File: src/rtl/irda_rzi_codec.sv
module irda_rzi_codec #(
  parameter int SUB_PER_BIT = 16,
  parameter int PULSE_SUBS  = 3,
  parameter int FILT_W      = 8,
  parameter int SYNC_STAGES = 2
) (
  input  logic              clk,
  input  logic              rst_n,
  input  logic              bit_tick,
  input  logic              sub_tick,
  input  logic              tx_nrz,
  output logic              ir_tx,
  input  logic              ir_rx,
  input  logic [FILT_W-1:0] filt_val,
  output logic              rx_nrz
);
  localparam int SC_W = $clog2(SUB_PER_BIT + 1);
  localparam logic [SC_W-1:0] SC_MAX   = SC_W'(SUB_PER_BIT);
  localparam logic [SC_W-1:0] SC_PULSE = SC_W'(PULSE_SUBS);

  logic [SC_W-1:0] sub_cnt;
  logic            tx_bit;

  always_ff @(posedge clk or negedge rst_n) begin
    if (!rst_n) begin
      sub_cnt <= '0;
      tx_bit  <= 1'b1;
    end else if (bit_tick) begin
      sub_cnt <= '0;
      tx_bit  <= tx_nrz;
    end else if (sub_tick && sub_cnt != SC_MAX) begin
      sub_cnt <= sub_cnt + 1'b1;
    end
  end

  assign ir_tx = ~tx_bit & (sub_cnt < SC_PULSE);

  logic [SYNC_STAGES-1:0] sync_q;
  logic                   rx_s;
  logic                   rx_prev;
  logic [FILT_W-1:0]      flt_cnt;
  logic                   qual;

  always_ff @(posedge clk or negedge rst_n) begin
    if (!rst_n) begin
      sync_q  <= '1;
      rx_prev <= 1'b1;
    end else begin
      sync_q  <= {sync_q[SYNC_STAGES-2:0], ir_rx};
      rx_prev <= rx_s;
    end
  end

  assign rx_s = sync_q[SYNC_STAGES-1];

  always_ff @(posedge clk or negedge rst_n) begin
    if (!rst_n)              flt_cnt <= '0;
    else if (rx_s)           flt_cnt <= filt_val;
    else if (flt_cnt != '0)  flt_cnt <= flt_cnt - 1'b1;
  end

  assign qual = ~rx_s & ((filt_val == '0) ? rx_prev : (flt_cnt == FILT_W'(1)));

  always_ff @(posedge clk or negedge rst_n) begin
    if (!rst_n)        rx_nrz <= 1'b1;
    else if (qual)     rx_nrz <= 1'b0;
    else if (bit_tick) rx_nrz <= 1'b1;
  end
endmodule


File: config.mk
export PLATFORM = sky130hd
export DESIGN_NAME = irda_rzi_codec
export DESIGN_NICKNAME = d
export VERILOG_FILES = /design/src/rtl/irda_rzi_codec.sv
export SDC_FILE = /design/constraint.sdc
export NUM_CORES = 1
export LEC_CHECK = 0
export BUFFER_PORTS_ARGS = -buffer_cell sky130_fd_sc_hd__clkbuf_2
export CORE_UTILIZATION = 49
export DETAILED_ROUTE_END_ITERATION = 10
export PLACE_DENSITY = 0.73
export SLEW_MARGIN = 40
export SYNTH_ARGS = -nofsm -noshare
export SYNTH_HDL_FRONTEND = slang
export SYNTH_SLANG_ARGS = --single-unit
File: constraint.sdc
create_clock -name clk -period 1.6 [get_ports clk]
set_input_delay 0.24 -clock clk [delete_from_list [all_inputs] [get_ports clk]]
set_output_delay 0.24 -clock clk [all_outputs]
set_load 0.05 [all_outputs]
# Word-level counts from Yosys, hierarchy flattened
# Index checks and enable logic that the tools add are counted.
[word_totals] regBits=18 out_inout_bits=2 input_bits=14
[op_classes] n_bitwise=4 n_reduce_logical=6 n_lt_le_gt_ge=1 n_addsub=2 n_mux=7 n_eq_ne=2
[ops] cell="$mux 8" n=2
[ops] cell="$mux 5" n=2
[ops] cell="$eq 8x1->1 const B" n=1
[ops] cell="$logic_not 8->1" n=1
[ops] cell="$reduce_bool 8->1" n=1
[ops] cell="$sub 8x1->8 const B" n=1
[ops] cell="$reduce_bool 2->1" n=3
[ops] cell="$add 5x1->5 const B" n=1
[ops] cell="$lt 5x2->1 const B" n=1
[ops] cell="$ne 5x5->1 const B" n=1
[ops] cell="$mux 1" n=3
[ops] cell="$and 1x1->1" n=2
[ops] cell="$not 1->1" n=2
[ops] cell="$logic_and 1x1->1" n=1

# Depth between registers and ports, before layout
# Gate-level depths: netlist of the first run.
[logic_depth] ltp_word=4 mapped_depth=5 depth_no_buf=5

# Worst setup path before layout of the first run
# OpenSTA, ideal clock, no wires.
[synth_timing] path_type="register to output" startpoint="register sub_cnt[2]" endpoint="output ir_tx" arrival_time_ns=1.689 setup_slack_ns=-0.329 n_path_buf=0 path_stages_with_launch=3 required_time_ns=1.360 cell_sequence="dfrtp_1 -> or4_1 -> a21oi_1"
[synth_between] elab_chain_len=2
[synth_rtl] item="from (decl)" line="21" source="logic [SC_W-1:0] sub_cnt;"
[synth_rtl] item="from (signal assigned)" line="32" source="sub_cnt <= sub_cnt + 1'b1;"
[synth_rtl] item="$lt 5x2->1" line="36" source="assign ir_tx = ~tx_bit & (sub_cnt < SC_PULSE);"
[synth_rtl] item="$and 1x1->1" line="36"
[synth_rtl] item="to (decl)" line="12" source="output logic ir_tx,"
# Every way passes these cells.

# Worst setup path in the final report of the first run
[layout_timing] startpoint="register sub_cnt[3]" endpoint="output ir_tx"
# The elaborated chain is that of the path after synthesis.

==> results of run 1 <==
==> synthesized netlist by cell type (all sizes together) (4+ instances only) <==
| master | count |
|---|---|
| nand2 | 6 |
| dfrtp | 13 |
| o21ai | 5 |
| ha | 5 |
| or4 | 5 |
| nor2 | 8 |
| o31ai | 4 |
| inv | 8 |
| dfstp | 5 |
| a21oi | 4 |
==> worst min path at each step <==
stage,start,to,slack (ns)
floorplan,rst_n,flt_cnt[0],-0.06
global placement,rst_n,sub_cnt[0],0.20
detailed placement,rst_n,sub_cnt[0],0.20
CTS,ir_rx,sync_q[0],0.01
global route,ir_rx,sync_q[0],0.005
finish,ir_rx,sync_q[0],0.01
==> kinds of logic (layout without fill, tap and decap cells) <==
kind of cell	after synthesis	count (layout)	share of synthesized area [%]
buffers and inverters	10	47	3.918
multiplexers	1	1	1.138
AO/OA/AOI/OAI	20	20	13.40
flip-flops	18	18	46.14
adder cells (fa/ha/maj)	5	5	6.321
XOR/XNOR	5	5	4.426
AND/OR/NAND/NOR	41	41	24.65
==> metal layers <==
metal,routed length (µm),global-route usage (%),vias up
li1,-,-,448
met1,1192,36.78,457
met2,1253,36.39,29
met3,102,4.615,4
met4,38,13.14,0
met5,0,0,-
==> per-stage QoR <==
step,TNS (ns),instance area (µm²),total power [mW],setup slack (ns),hold slack [ns]
after global routing,-0.4351,1358,1.148,-0.1819,0.005404
after floorplan,-0.1384,1002,0.6645,-0.05198,-0.05559
after global placement,-0.03252,1204,0.7712,-0.01680,0.1971
final,-0.2665,1358,1.103,-0.1452,0.01396
after detailed placement,-0.2821,1204,0.7819,-0.08276,0.2005
after CTS,-0.1580,1272,1.047,-0.1580,0.01481
==> layout by cell type (no fill, tap or decap), types with 3 or more instances in the layout <==
cell type  netlist  layout
buf_4            0      19
clkbuf_2         1      14
dfrtp_1         13      11
inv_1            8       7
nor2_1           8       7
nand2_1          6       6
dfstp_2          5       5
o31ai_1          4       4
o21ai_0          5       4
ha_1             5       4
or4_4            0       3
xnor2_1          3       3
nand4_1          3       3
a21oi_1          4       3
nand3_1          3       3
clkbuf_4         0       3
==> area by class of cell <==
type / count / area (µm²)
timing repair buffer: 35 / 237.7
inverter: 8 / 30.03
multi-input combinational: 72 / 573.1
fill: 123 / 444.2
sequential: 18 / 459.2
tap: 25 / 31.28
clock buffer: 4 / 26.28
==> power breakdown <==
| part | switching [mW] | total [mW] | internal (mW) |
|---|---|---|---|
| clock | 0.149 | 0.246 | 0.0972 |
| sequential | 0.0378 | 0.535 | 0.497 |
| combinational | 0.156 | 0.321 | 0.165 |
| total | 0.343 | 1.10 | 0.759 |
==> state kept, by name, indices dropped and copies added, names as in the netlist <==
register,count
flt_cnt,8
sub_cnt,5
sync_q,2
rx_nrz,1
rx_prev,1
tx_bit,1
==> what timing repair did <==
item | in CTS | in global routing
setup buffers | 1 | 3
gates resized for setup | 7 | 14
hold endpoints to repair | 13 | 0
hold buffers | 1 | 0
pin swaps | 2 | 3
setup endpoints to repair | 8 | 7
==> flow_metrics.py, run 1 <==
metrics = {
    "logic_synthesis": {
        "synth_top_area_share_pct": 32.87,
        "synth_largest_area_cell": "dfrtp_1",
        "synth.area.top_cells": "dfrtp_1 33%, dfstp_2 13%, ha_1 6.3%",
        "syn_area_per_cell_um2": 9.897,
        "synth_seq_area_share_pct": 46.14,
        "yosys_warnings": 0,
        "synth-edff-count": 0,
        "ys.flop_type": "dfrtp_1",
        "syn-num-nets": 119,
        "async_flop_share_pct": 100.0,
        "syn-cell-area_um2": 989.7,
        "synth_cell_types": 34,
        "ys_ff_latch": 18,
        "syn_inst": 100,
    },
    "timing": {
        "fin_crit_ns": 1.745,
        "slew_viol_final": 0,
        "fin_worst_skew_ns": 0.01202,
        "slew_headroom_pct": 69.68,
        "fin_ws_ns": -0.1452,
        "worst_pin_slew_ns": 0.4547,
        "rsz0062_at_grt": "true",
        "max_freq_mhz": 573.0,
        "period_share_pct": 109.1,
        "final-hold-violation-count": 0,
        "setup_viol": 6,
    },
    "global_route": {
        "grt_max_degree": 19,
        "antenna_found_initial": 0,
        "grt_pass1_wl_um": 3836,
        "grt.total_usage_pct": 25.50,
        "grt_pass1_vias": 866,
        "grt.overflow.total": 0,
    },
    "critical_path": {
        "cp_max_fo": 2,
        "critPathMaxStageDelay_ns": 0.53,
        "reg2reg_setup_slack_ns": -0.05,
        "r2r_cells": 4,
        "crit_type": "flop to primary output",
        "critPathBufInv": 1,
        "cp-endpoint": "ir_tx",
        "r2r_start": "flt_cnt[4]",
        "worstSetupPathDepth": 3,
        "timing.rr.end": "flt_cnt[1]",
        "cp.required_ns": 1.36,
        "cp_top_family": "simple AND/OR/NAND/NOR gates",
        "cp-startpoint": "sub_cnt[3]",
        "cp_slowest_cell": "or4_4",
        "cp_data_arrival_time_ns": 1.51,
        "cp-start-kind": "flop",
        "path_cells": "or4_4 -> a21oi_4 -> buf_8",
        "setup.worst_path.end_class": "primary output",
    },
    "detailed_routing": {
        "drtIter0Drc": 22,
        "drtPass1Iterations": 4,
        "antenna_left": 0,
        "wl_per_cell_um": 15.97,
        "drt_wl_total_um": 2587,
        "drc": 0,
        "vias": 938,
        "viasPerCell": 5.790,
    },
    "die": {
        "die_area_um2": 2203,
        "core_area_um2": 1802,
        "start_util_pct": 54.93,
        "die_height_um": 46.94,
        "io_pins": 16,
        "rows": 15,
        "die_x_um": 46.94,
    },
    "clock_network": {
        "cts-root-buf": "clkbuf_4",
        "numCtsBuffers": 3,
        "worstSkewPairLatency_ns": 0.30,
        "clock-sinks": 18,
        "htree_levels": 1,
        "path_clk_slew_ns": 0.10,
        "cts_tree": "yes",
        "clock_path_buffers": 2,
    },
    "place": {
        "globalplace.congestion": 0.8918,
        "dp.cells": 153,
        "io_buffers": 15,
        "post-dp-hpwl_um": 1706,
    },
    "worst_hold_path": {
        "hold_class": "primary input to flop",
        "hold_depth": 1,
    },
    "final_layout": {
        "nNetsFinal": 157,
        "antennaDiodeCount": 0,
        "finish.utilization_pct": 75.35,
        "final_cells": 162,
        "drive_above_1_share_pct": 42.34,
        "syn_to_final_growth_pct": 37.17,
    },
    "job": {
        "drv_cap": 0,
    },
    "pwr": {
        "power.density_nw_per_um2": 812.2,
        "leakagePower_nw": 0.5923,
        "vdd_drop_max_v": 0.0005347,
    },
    "run_status": {
        "violations": "negative setup slack",
        "status": "complete, but fails checks",
    },
}
No activity file was read; power rests on OpenSTA's default activity.
==> inputs of run 2 (changes only) <==
--- a/config.mk
+++ b/config.mk
@@ -5,10 +5,9 @@
 export SDC_FILE = /design/constraint.sdc
 export NUM_CORES = 1
 export LEC_CHECK = 0
-export BUFFER_PORTS_ARGS = -buffer_cell sky130_fd_sc_hd__clkbuf_2
-export CORE_UTILIZATION = 49
+export BUFFER_PORTS_ARGS = -buffer_cell sky130_fd_sc_hd__buf_2
+export CORE_UTILIZATION = 40
 export DETAILED_ROUTE_END_ITERATION = 10
-export PLACE_DENSITY = 0.73
 export SLEW_MARGIN = 40
 export SYNTH_ARGS = -nofsm -noshare
 export SYNTH_HDL_FRONTEND = slang
==> flow_metrics.py, run 2 (same netlist as run 1, synthesis figures left out) <==
metrics = {
    "place": {
        "post-dp-hpwl_um": 1746,
        "globalplace.congestion": 0.8141,
        "io_buffers": 15,
        "dp.cells": 155,
    },
    "final_layout": {
        "top_register": "flt_cnt",
        "largest_reg_flops": 8,
        "drive_above_1_share_pct": 42.11,
        "nNetsFinal": 153,
        "antennaDiodeCount": 0,
        "layout_common_cells": "15 x buf_4, 14 x buf_2, 11 x dfrtp_1",
        "layout_commonest_cell": "buf_4",
        "largestRegisters": "flt_cnt x8, sub_cnt x5, sync_q x2",
        "final_cells": 161,
        "syn_to_final_growth_pct": 34.39,
        "finish.utilization_pct": 58.44,
    },
    "clock_network": {
        "worstSkewPairLatency_ns": 0.30,
        "clock_path_buffers": 2,
        "htree_levels": 1,
        "cts_tree": "yes",
        "numCtsBuffers": 3,
        "path_clk_slew_ns": 0.11,
        "cts-root-buf": "clkbuf_4",
        "clock-sinks": 18,
    },
    "critical_path": {
        "path_cells": "or4_4 -> a21oi_2 -> buf_6",
        "r2r_cells": 3,
        "r2r_start": "flt_cnt[3]",
        "setup.worst_path.end_class": "primary output",
        "cp_slowest_cell": "or4_4",
        "critPathBufInv": 1,
        "cp.required_ns": 1.36,
        "reg2reg_setup_slack_ns": -0.01,
        "cp_top_family": "simple AND/OR/NAND/NOR gates",
        "timing.rr.end": "flt_cnt[7]",
        "cp-start-kind": "flop",
        "critPathMaxStageDelay_ns": 0.53,
        "crit_type": "flop to primary output",
        "cp_max_fo": 2,
        "cp_data_arrival_time_ns": 1.52,
    },
    "timing": {
        "rsz0062_at_grt": "true",
        "slew_headroom_pct": 73.34,
        "fin_crit_ns": 1.757,
        "slew_viol_final": 0,
        "period_share_pct": 109.8,
        "holdWs_ns": 0.02358,
        "worst_pin_slew_ns": 0.3963,
        "max_freq_mhz": 569.2,
        "fin_worst_skew_ns": 0.002652,
        "final-hold-violation-count": 0,
        "fin_ws_ns": -0.1570,
        "setup_viol": 2,
    },
    "detailed_routing": {
        "vias": 888,
        "drc": 0,
        "viasPerCell": 5.516,
        "drt_wl_total_um": 2362,
        "wl_per_cell_um": 14.67,
        "drtPass1Iterations": 4,
        "antenna_left": 0,
        "drtIter0Drc": 14,
    },
    "global_route": {
        "grt_max_degree": 19,
        "grt_pass1_vias": 899,
        "grt.total_usage_pct": 21.13,
        "grt.overflow.total": 0,
        "grt_pass1_wl_um": 4071,
        "antenna_found_initial": 0,
    },
    "run_status": {
        "status": "complete, but fails checks",
        "violations": "negative setup slack",
    },
    "pwr": {
        "switchingPower_mw": 0.3223,
        "power_frac_comb_pct": 25.7,
        "power.density_nw_per_um2": 827.5,
        "p_int_mw": 0.7783,
        "p_seq_share_pct": 48.3,
        "power_mw": 1.101,
        "leakagePower_nw": 0.5737,
        "clkPwrFrac_pct": 26.0,
        "p_sw_share_pct": 29.28,
        "vdd_drop_max_v": 0.0007448,
    },
    "die": {
        "die_x_um": 51.74,
        "io_pins": 16,
        "die_area_um2": 2677,
        "rows": 17,
        "core_area_um2": 2276,
        "die_height_um": 51.74,
        "start_util_pct": 43.49,
    },
    "worst_hold_path": {
        "whs_endpoint": "sync_q[0]",
        "hold_depth": 1,
        "hold_class": "primary input to flop",
        "holdCritStartpoint": "ir_rx",
    },
    "job": {
        "drv_cap": 0,
    },
}
[run 2: cell count changes in the layout (fill, tap and decap cells not counted), moves of 2 or more]
| cell | before | now |
|---|---|---|
| clkbuf_2 | 14 | 0 |
| buf_2 | 0 | 14 |
| buf_4 | 19 | 15 |
| a21oi_2 | 0 | 2 |
[run 2: worst max-delay path by stage]
| stage | cells after the start | from | endpoint | slack, ns |
|---|---|---|---|---|
| 2_1_floorplan | 4 | flt_cnt[3] | flt_cnt[7] | -0.05 |
| 3_3_place_gp | 3 | flt_cnt[3] | flt_cnt[7] | -0.05 |
| 3_5_place_dp | 3 | flt_cnt[3] | flt_cnt[7] | -0.1 |
| 4_1_cts | 3 | tx_bit | ir_tx | -0.17 |
| 5_1_grt | 3 | tx_bit | ir_tx | -0.20 |
| 6_report | 3 | tx_bit | ir_tx | -0.16 |
[run 2: cell type report]
type / count / area [µm²]
Clock buffer: 4 / 36.28
Fill cell: 205 / 945.9
Inverter: 8 / 30.03
Multi-Input combinational cell: 72 / 565.5
Sequential cell: 18 / 459.2
Tap cell: 28 / 35.03
Timing Repair Buffer: 31 / 203.9
[run 2: power by group through the flow]
stage,logic (mW),clock network [mW],registers [mW]
after CTS,0.263,0.292,0.527
after detailed placement,0.242,0,0.534
after global routing,0.314,0.316,0.537
final,0.283,0.286,0.531
after global placement,0.237,0,0.532
after floorplan,0.126,0,0.539
[run 2: per-stage QoR]
step	setup slack (ns)	TNS [ns]	cell area, µm²
finish	-0.1570	-0.1666	1330
global route	-0.2045	-0.3395	1330
CTS	-0.1700	-0.1700	1276
detailed placement	-0.09846	-0.1977	1200
global placement	-0.05046	-0.1028	1200
floorplan	-0.05198	-0.1384	1002
[run 2: repair_timing]
| action | CTS | global route |
|---|---|---|
| setup buffers | 1 | 0 |
| hold endpoints to repair | 13 | 0 |
| setup endpoints to repair | 5 | 7 |
| hold buffers | 1 | 0 |
| resized for setup | 6 | 13 |
| pin swaps | 1 | 3 |
[run 2: per-layer routing]
| layer | vias to the layer above | share of wire [%] | GRT usage [%] | wire length [µm] |
|---|---|---|---|---|
| met3 | 4 | 2.9 | 3.509 | 68 |
| met5 | - | 0 | 0 | 0 |
| met4 | 0 | 2.0 | 9.459 | 48 |
| met2 | 20 | 48 | 35.28 | 1124 |
| met1 | 425 | 48 | 26.68 | 1122 |
| li1 | 439 | - | - | - |
==> inputs of run 3 (changes only) <==
--- a/config.mk
+++ b/config.mk
@@ -8,6 +8,7 @@
 export BUFFER_PORTS_ARGS = -buffer_cell sky130_fd_sc_hd__buf_2
 export CORE_UTILIZATION = 40
 export DETAILED_ROUTE_END_ITERATION = 10
+export PLACE_DENSITY = 0.72
 export SLEW_MARGIN = 40
 export SYNTH_ARGS = -nofsm -noshare
 export SYNTH_HDL_FRONTEND = slang
==> flow_metrics.py, run 3 (same netlist as run 1, synthesis figures left out) <==
metrics = {
    "critical_path": {
        "worstSetupPathDepth": 3,
        "cp_slowest_cell": "or4_4",
        "cp_data_arrival_time_ns": 1.48,
        "cp.required_ns": 1.36,
        "cp_max_fo": 2,
        "setup.worst_path.end_class": "primary output",
        "crit_type": "flop to primary output",
        "r2r_cells": 4,
        "critPathMaxStageDelay_ns": 0.52,
        "critPathBufInv": 1,
        "cp_top_family": "simple AND/OR/NAND/NOR gates",
        "cp-start-kind": "flop",
        "path_cells": "or4_4 -> a21oi_2 -> buf_6",
    },
    "final_layout": {
        "final_cells": 164,
        "top_register": "flt_cnt",
        "design_area_um2": 1350,
        "syn_to_final_growth_pct": 36.41,
        "nNetsFinal": 156,
        "num-fill-cells": 189,
        "antennaDiodeCount": 0,
        "drive_above_1_share_pct": 40.44,
        "layout_common_cells": "16 x buf_4, 14 x buf_2, 12 x dfrtp_1",
        "largestRegisters": "flt_cnt x8, sub_cnt x5, sync_q x2",
        "layout_commonest_cell": "buf_4",
        "finish.utilization_pct": 59.32,
        "largest_reg_flops": 8,
    },
    "detailed_routing": {
        "wl_per_cell_um": 14.13,
        "drtPass1Iterations": 4,
        "viasPerCell": 5.640,
        "vias": 925,
        "drtIter0Drc": 16,
        "drt_wl_total_um": 2318,
        "drc": 0,
        "antenna_left": 0,
    },
    "timing": {
        "worst_pin_slew_ns": 0.4052,
        "max_freq_mhz": 580.0,
        "fin_crit_ns": 1.724,
        "rsz0062_at_grt": "true",
        "slew_viol_final": 0,
        "fin_ws_ns": -0.1241,
        "final-hold-violation-count": 0,
        "setup_viol": 2,
        "slew_headroom_pct": 72.98,
        "period_share_pct": 107.8,
        "holdWs_ns": 0.03683,
        "fin_worst_skew_ns": 0.008083,
    },
    "global_route": {
        "grt_pass1_wl_um": 4008,
        "antenna_found_initial": 0,
        "grt_pass1_vias": 911,
        "grt.total_usage_pct": 21.08,
        "grt.overflow.total": 0,
        "grt_max_degree": 19,
    },
    "die": {
        "start_util_pct": 43.49,
        "io_pins": 16,
        "die_x_um": 51.74,
        "core_area_um2": 2276,
        "die_area_um2": 2677,
        "die_height_um": 51.74,
        "rows": 17,
    },
    "pwr": {
        "power.density_nw_per_um2": 824.9,
        "vdd_drop_max_v": 0.0005251,
        "power_frac_comb_pct": 27.5,
        "p_seq_share_pct": 47.2,
        "switchingPower_mw": 0.3217,
        "p_sw_share_pct": 28.89,
        "p_int_mw": 0.7919,
        "clkPwrFrac_pct": 25.3,
        "leakagePower_nw": 0.5995,
    },
    "place": {
        "place_area_um2": 1207,
        "io_buffers": 15,
        "post-dp-hpwl_um": 1683,
        "dp.cells": 156,
        "globalplace.congestion": 0.8267,
    },
    "clock_network": {
        "htree_levels": 1,
        "worstSkewPairLatency_ns": 0.30,
        "cts_tree": "yes",
        "clock-sinks": 18,
        "numCtsBuffers": 3,
        "cts-root-buf": "clkbuf_4",
        "path_clk_slew_ns": 0.10,
        "clock_path_buffers": 2,
    },
    "worst_hold_path": {
        "hold_depth": 1,
        "hold_class": "primary input to flop",
    },
    "job": {
        "drv_cap": 0,
    },
    "run_status": {
        "violations": "negative setup slack",
        "status": "complete, but fails checks",
    },
}
[run 3: layout make-up]
class / count / area [µm²] / area share (%)
multi-input cells: 72 / 556.8 / 41.24
flip-flops and latches: 18 / 457.9 / 33.92
repair buffers: 34 / 234.0 / 17.33
clock buffers: 4 / 36.28 / 2.688
well taps: 28 / 35.03 / 2.595
inverters: 8 / 30.03 / 2.224
[run 3: metrics by stage]
| stage | power, mW | setup TNS [ns] | setup slack, ns |
|---|---|---|---|
| 6_report | 1.114 | -0.1358 | -0.1241 |
| 5_1_grt | 1.175 | -0.3843 | -0.2040 |
| 4_1_cts | 1.101 | -0.2057 | -0.1474 |
| 3_5_place_dp | 0.7806 | -0.2646 | -0.1574 |
| 3_3_place_gp | 0.7699 | -0.09392 | -0.04965 |
| 2_1_floorplan | 0.6645 | -0.1384 | -0.05198 |
[run 3: final timing paths]
kind,startpoint,to,slack [ns]
setup / recovery,tx_bit,ir_tx,-0.12
hold reg to reg,sync_q[0],sync_q[1],0.36
hold / removal,ir_rx,sync_q[0],0.04
max in group asynchronous,rst_n,sync_q[0],0.88
min in group asynchronous,rst_n,sub_cnt[4],0.39
setup reg to reg,flt_cnt[1],flt_cnt[7],-0.01
[run 3: power groups by stage]
stage                     clock network (mW)  logic [mW]  registers [mW]
final                                  0.281       0.306           0.526
after CTS                              0.294       0.283           0.525
after detailed placement                   0       0.249           0.532
after global routing                   0.311       0.332           0.532
after floorplan                            0       0.126           0.539
after global placement                     0       0.241           0.529
[run 3: routing by layer]
layer | routed length (µm) | track usage [%]
met5 | 0 | 0
met4 | 104 | 15.77
met3 | 114 | 4.386
met2 | 1123 | 35.50
met1 | 975 | 23.15
[run 3: what timing repair did]
item | in CTS | in global routing
setup endpoints to repair | 5 | 6
pin swaps | 5 | 3
resized for setup | 11 | 5
hold buffers | 1 | 0
setup buffers | 2 | 1
hold endpoints to repair | 13 | 0
[run 3: worst register-to-register path, cell delays in order, from the launching register on]
cell and delay [ns]:
dfrtp_1 0.41, buf_6 0.12, or3_4 0.35, or4_1 0.46, a31oi_1 0.17
